## src/rtl/sb_pkg.sv

```systemverilog
package sb_pkg;
  localparam int SB_DEPTH_DEF = 4;
  localparam int SB_IDX_W_DEF = 5;

  typedef struct packed {
    logic ins;
    logic rm;
  } sb_fire_t;
endpackage

```

## src/rtl/sb_fifo_ctrl.sv

```systemverilog
module sb_fifo_ctrl #(
  parameter int DEPTH = 4,
  localparam int PTR_W = (DEPTH > 1) ? $clog2(DEPTH) : 1,
  localparam int CNT_W = $clog2(DEPTH + 1)
) (
  input  logic             clk,
  input  logic             rst,
  input  logic             ins_req,
  input  logic             rm_req,
  output logic             ins_ok,
  output logic             rm_ok,
  output sb_pkg::sb_fire_t fire,
  output logic [PTR_W-1:0] wr_ptr,
  output logic [PTR_W-1:0] rd_ptr,
  output logic [CNT_W-1:0] count
);
  localparam logic [PTR_W-1:0] LAST = PTR_W'(DEPTH - 1);
  localparam logic [CNT_W-1:0] FULL = CNT_W'(DEPTH);

  assign rm_ok    = (count != '0);
  assign ins_ok   = (count != FULL) || (rm_ok && rm_req);
  assign fire.ins = ins_req && ins_ok;
  assign fire.rm  = rm_req && rm_ok;

  function automatic logic [PTR_W-1:0] bump(input logic [PTR_W-1:0] p);
    return (p == LAST) ? '0 : p + 1'b1;
  endfunction

  always_ff @(posedge clk) begin
    if (rst) begin
      wr_ptr <= '0;
      rd_ptr <= '0;
      count  <= '0;
    end else begin
      if (fire.ins) wr_ptr <= bump(wr_ptr);
      if (fire.rm)  rd_ptr <= bump(rd_ptr);
      case ({fire.ins, fire.rm})
        2'b10:   count <= count + 1'b1;
        2'b01:   count <= count - 1'b1;
        default: count <= count;
      endcase
    end
  end
endmodule

```

## src/rtl/sb_entry_array.sv

```systemverilog
module sb_entry_array #(
  parameter int DEPTH = 4,
  parameter int IDX_W = 5,
  localparam int PTR_W = (DEPTH > 1) ? $clog2(DEPTH) : 1
) (
  input  logic                   clk,
  input  logic                   rst,
  input  logic                   wr_en,
  input  logic [PTR_W-1:0]       wr_ptr,
  input  logic                   wr_has,
  input  logic [IDX_W-1:0]       wr_idx,
  input  logic                   clr_en,
  input  logic [PTR_W-1:0]       clr_ptr,
  output logic [DEPTH-1:0]       live,
  output logic [DEPTH*IDX_W-1:0] idx_flat
);
  for (genvar g = 0; g < DEPTH; g++) begin : g_slot
    logic             live_q;
    logic [IDX_W-1:0] idx_q;
    logic             hit_wr;
    logic             hit_clr;

    assign hit_wr  = wr_en && (wr_ptr == PTR_W'(g));
    assign hit_clr = clr_en && (clr_ptr == PTR_W'(g));

    // a release and a claim on the same slot: the claim wins
    always_ff @(posedge clk) begin
      if (rst) begin
        live_q <= 1'b0;
        idx_q  <= '0;
      end else if (hit_wr) begin
        live_q <= wr_has;
        idx_q  <= wr_idx;
      end else if (hit_clr) begin
        live_q <= 1'b0;
      end
    end

    assign live[g] = live_q;
    assign idx_flat[g*IDX_W +: IDX_W] = idx_q;
  end
endmodule

```

## src/rtl/sb_hazard_match.sv

```systemverilog
module sb_hazard_match #(
  parameter int DEPTH = 4,
  parameter int IDX_W = 5
) (
  input  logic [DEPTH-1:0]       live,
  input  logic [DEPTH*IDX_W-1:0] idx_flat,
  input  logic [IDX_W-1:0]       src_a,
  input  logic [IDX_W-1:0]       src_b,
  output logic                   hit
);
  logic [DEPTH-1:0] slot_hit;
  logic             a_nz;
  logic             b_nz;

  assign a_nz = (src_a != '0);
  assign b_nz = (src_b != '0);

  for (genvar g = 0; g < DEPTH; g++) begin : g_cmp
    logic [IDX_W-1:0] d;
    assign d = idx_flat[g*IDX_W +: IDX_W];
    assign slot_hit[g] = live[g] && ((a_nz && d == src_a) || (b_nz && d == src_b));
  end

  assign hit = |slot_hit;
endmodule

```

## src/rtl/reg_scoreboard.sv

```systemverilog
module reg_scoreboard #(
  parameter int DEPTH = sb_pkg::SB_DEPTH_DEF,
  parameter int IDX_W = sb_pkg::SB_IDX_W_DEF
) (
  input  logic             clk,
  input  logic             rst,
  input  logic             ins_valid,
  output logic             ins_ready,
  input  logic             ins_has_dst,
  input  logic [IDX_W-1:0] ins_dst,
  input  logic [IDX_W-1:0] src_a,
  input  logic [IDX_W-1:0] src_b,
  output logic             stall,
  input  logic             rm_valid,
  output logic             rm_ready
);
  localparam int PTR_W = (DEPTH > 1) ? $clog2(DEPTH) : 1;
  localparam int CNT_W = $clog2(DEPTH + 1);

  sb_pkg::sb_fire_t       fire;
  logic [PTR_W-1:0]       wr_ptr;
  logic [PTR_W-1:0]       rd_ptr;
  logic [CNT_W-1:0]       occ_cnt;
  logic [DEPTH-1:0]       live;
  logic [DEPTH*IDX_W-1:0] idx_flat;
  logic                   raw_hit;

  sb_fifo_ctrl #(.DEPTH(DEPTH)) ctrl_i (
    .clk(clk), .rst(rst), .ins_req(ins_valid), .rm_req(rm_valid),
    .ins_ok(ins_ready), .rm_ok(rm_ready), .fire(fire),
    .wr_ptr(wr_ptr), .rd_ptr(rd_ptr), .count(occ_cnt)
  );

  sb_entry_array #(.DEPTH(DEPTH), .IDX_W(IDX_W)) ent_i (
    .clk(clk), .rst(rst), .wr_en(fire.ins), .wr_ptr(wr_ptr),
    .wr_has(ins_has_dst), .wr_idx(ins_dst), .clr_en(fire.rm),
    .clr_ptr(rd_ptr), .live(live), .idx_flat(idx_flat)
  );

  sb_hazard_match #(.DEPTH(DEPTH), .IDX_W(IDX_W)) cmp_i (
    .live(live), .idx_flat(idx_flat), .src_a(src_a), .src_b(src_b),
    .hit(raw_hit)
  );

  assign stall = raw_hit || !ins_ready;
endmodule

```

## config.mk

```make
export PLATFORM = sky130hd
export DESIGN_NAME = reg_scoreboard
export DESIGN_NICKNAME = d
export VERILOG_FILES = /design/src/rtl/sb_pkg.sv /design/src/rtl/sb_fifo_ctrl.sv /design/src/rtl/sb_entry_array.sv /design/src/rtl/sb_hazard_match.sv /design/src/rtl/reg_scoreboard.sv
export SDC_FILE = /design/constraint.sdc
export NUM_CORES = 1
export LEC_CHECK = 0
export BUFFER_PORTS_ARGS = -buffer_cell sky130_fd_sc_hd__buf_2
export CORE_AREA = 2 2 86 80
export DETAILED_ROUTE_END_ITERATION = 12
export DIE_AREA = 0 0 88 82
export SYNTH_ARGS = -nofsm -noshare
export SYNTH_HDL_FRONTEND = slang
export SYNTH_SLANG_ARGS = --single-unit
```

## constraint.sdc

```tcl
create_clock -name clk -period 2 [get_ports clk]
set_clock_uncertainty 0.15 [all_clocks]
set_input_delay 0.4 -clock clk [delete_from_list [all_inputs] [get_ports clk]]
set_output_delay 0.4 -clock clk [all_outputs]
set_load 0.02 [all_outputs]
```

==> metrics.yaml <==
setup_path:
  worstPathRequired_ps: 1450
  path_buf_inv: 2
  crit_slowest_cell: "or4_4"
  crit_arrival_ps: 1660
  critPathKind: "primary input to primary output"
  path_common_cell: "buf_2"
  start_kind: "primary input"
  cpPeakStageDelay_ps: 540
  crit_fanout: 4
  end_kind: "primary output"
  crit_family: "simple AND/OR/NAND/NOR gates"
  path_cells: "buf_2 -> or4_4 -> nor2_4 -> nor4_1 -> o21ai_1 -> nand4_1 -> buf_2"
synth:
  synth_area_mm2: 0.00204
  yosysWarnings: 0
  syn_nets: 267
  yosysMostFrequentCell: "dfxtp_1"
  synthFlopType: "dfxtp_1"
  seq_area_frac_synth: 0.305
  synth-edff-count: 0
  synth_common_cells: "31 x dfxtp_1, 30 x nand3_1, 28 x nand2_1, 28 x xnor2_1, 20 x a21oi_2"
  ys_ff_latch: 31
  synth_cells: 238
  yosysUniqueCellTypes: 30
  synth.area.top_cells: "dfxtp_1 30%, xnor2_1 12%, a21oi_2 8.6%, nand3_1 7.4%, xor2_1 6.0%"
  yosysTopAreaCell: "dfxtp_1"
  synth.avg_cell_area_um2: 8.55
  yosysTopAreaCellShare: 0.305
  synth_async_sr_flop_share: 0
clocking:
  htree_levels: 2
  cts_hold_buf: 0
  cts_inserted_buffers: 5
  clk_latency_ps: 280
  cts_tree: "done"
  cts_sinks: 31
  clockBufferDepth: 2
  clk_pin_slew_ps: 70
  cts_root_buf: "clkbuf_8"
run_status:
  failed_checks: "setup timing"
  status: "finished with violations"
flow_run:
  max_cap_violations: 0
timing:
  setup_viol_count_final: 1
  tightest_slew_ps: 449
  hold_viol: 0
  relSlewSlack: 0.701
  slew_violations: 0
  rsz0062_at_grt: "true"
  fin_crit_ps: 2210
  layout_worst_path_cycle_share: 1.11
  fmax_mhz: 452
  setup_ws_ps: -212
cells_and_area:
  final_util: 0.375
  area_delta_synth_final_pct: 16.8
  drive_above_1_share: 0.295
  nets: 290
  diodes: 0
power:
  pwr-share-seq: 0.399
  switchingPower_w: 0.000702
  p_comb_frac: 0.343
  finalPower_w: 0.00194
  intPower_w: 0.00124
  power.leakage_nw: 0.817
  power_density_mw_per_mm2: 816
  vdd_ir_drop_max_mv: 0.282
  pwr-share-clk: 0.259
  p_sw_frac: 0.362
routing:
  vias_per_cell: 4.72
  via_count: 1657
  drt_wl_total_um: 4780
  drtIter0Drc: 119
  drc: 0
  ant_nets: 0
  wire_per_inst_um: 13.6
  drt_first_pass_iters: 5
die:
  rows: 28
  die-area_mm2: 0.00722
  initial_utilization: 0.321
  chipHeight_um: 82
  core_mm2: 0.00634
  io_pins: 23
  die_x_um: 88
placement:
  port_buffers: 22
  gp_congestion: 0.900
  place.detailed.hpwl_um: 3660
global_route:
  grt_antenna_before_repair: 0
  grt_pass1_wl_um: 7980
  grt-ovfl-total: 0
  track_usage: 0.147
  grt_pass1_vias: 1613
  grt_max_degree: 30
min_path:
  hold_class: "primary input to register"
==> registers in the layout (all words and copies together) (netlist names) <==
| signal | flops |
|---|---|
| ctrl_i.count | 3 |
| ent_i.g_slot.idx_q | 20 |
| ctrl_i.wr_ptr | 2 |
| ent_i.g_slot.live_q | 4 |
| ctrl_i.rd_ptr | 2 |
==> layer usage <==
layer	GRT usage	vias to the layer above	share of wire
met5	0	-	0
met3	0.0241	7	0.045
met1	0.195	758	0.47
met4	0.0646	0	0.020
li1	-	854	-
met2	0.236	38	0.46
==> cell families after synthesis <==
family / after synthesis / synth area share
compound gates: 36 / 0.131
buf+inv: 24 / 0.0565
flops: 31 / 0.305
xor+xnor: 42 / 0.181
simple gates: 96 / 0.268
fa+ha+maj: 9 / 0.0590
==> final cells by class <==
cell class	count	area, um^2
Fill cell	676	3960
Multi-Input combinational cell	183	1330
Sequential cell	31	621
Timing Repair Buffer	34	200
Tap cell	90	113
Clock buffer	6	82.6
Inverter	6	22.5
Clock inverter	1	5.00
==> worst min-delay path: stages <==
cell     delay, ps
buf_2          130
nand3_1         70
a21oi_1         50
==> cells in the final DEF (no fill, tap or decap), types with 4 or more instances in the layout <==
| master | instances |
|---|---|
| xor2_1 | 14 |
| buf_2 | 22 |
| xnor2_1 | 28 |
| ha_1 | 8 |
| nand3_1 | 30 |
| a21oi_2 | 20 |
| inv_1 | 6 |
| clkbuf_8 | 6 |
| nand3_2 | 4 |
| a21oi_1 | 8 |
| buf_4 | 12 |
| nor2_1 | 10 |
| dfxtp_1 | 31 |
| nand2_8 | 4 |
| nor4_1 | 6 |
| nand2_1 | 28 |
==> through the flow <==
| step | setup TNS, ps | cells | hold slack (ps) | instance area [um^2] | setup slack [ps] |
|---|---|---|---|---|---|
| 2_1_floorplan | -167 | 238 | 294 | 2080 | -167 |
| 3_3_place_gp | -212 | 344 | 338 | 2280 | -212 |
| 3_5_place_dp | -230 | 344 | 337 | 2280 | -230 |
| 4_1_cts | -213 | 351 | 257 | 2370 | -213 |
| 5_1_grt | -289 | 351 | 271 | 2380 | -289 |
| 6_report | -212 | 351 | 266 | 2380 | -212 |
==> power by group through the flow <==
stage | clock network [W] | logic [W] | registers [W]
2_1_floorplan | 0 | 0.000525 | 0.000765
3_3_place_gp | 0 | 0.000644 | 0.000784
3_5_place_dp | 0 | 0.000653 | 0.000786
4_1_cts | 0.000513 | 0.000661 | 0.000774
5_1_grt | 0.000534 | 0.000746 | 0.000789
6_report | 0.000502 | 0.000664 | 0.000774
==> path summary, 6_finish.rpt <==
path | slack [ps] | depth (start not counted) | from | to
setup / recovery | -210 | 7 | src_a[2] | stall
hold / removal | 270 | 3 | ins_dst[2] | ent_i.g_slot[3].idx_q[2]$_SDFFE_PP0P_
hold reg to reg | 350 | 2 | ent_i.g_slot[2].live_q$_SDFFE_PP0P_ | ent_i.g_slot[2].live_q$_SDFFE_PP0P_
setup reg to reg | 140 | 6 | ctrl_i.count[0]$_SDFFE_PP0P_ | ctrl_i.count[2]$_SDFFE_PP0P_
==> repair_timing <==
item / CTS / global route
setup endpoints to repair: 1 / 2
resized for setup: 0 / 2
setup buffers: 0 / 0
pin swaps: 3 / 0
Power figures use the tool's default switching activity.
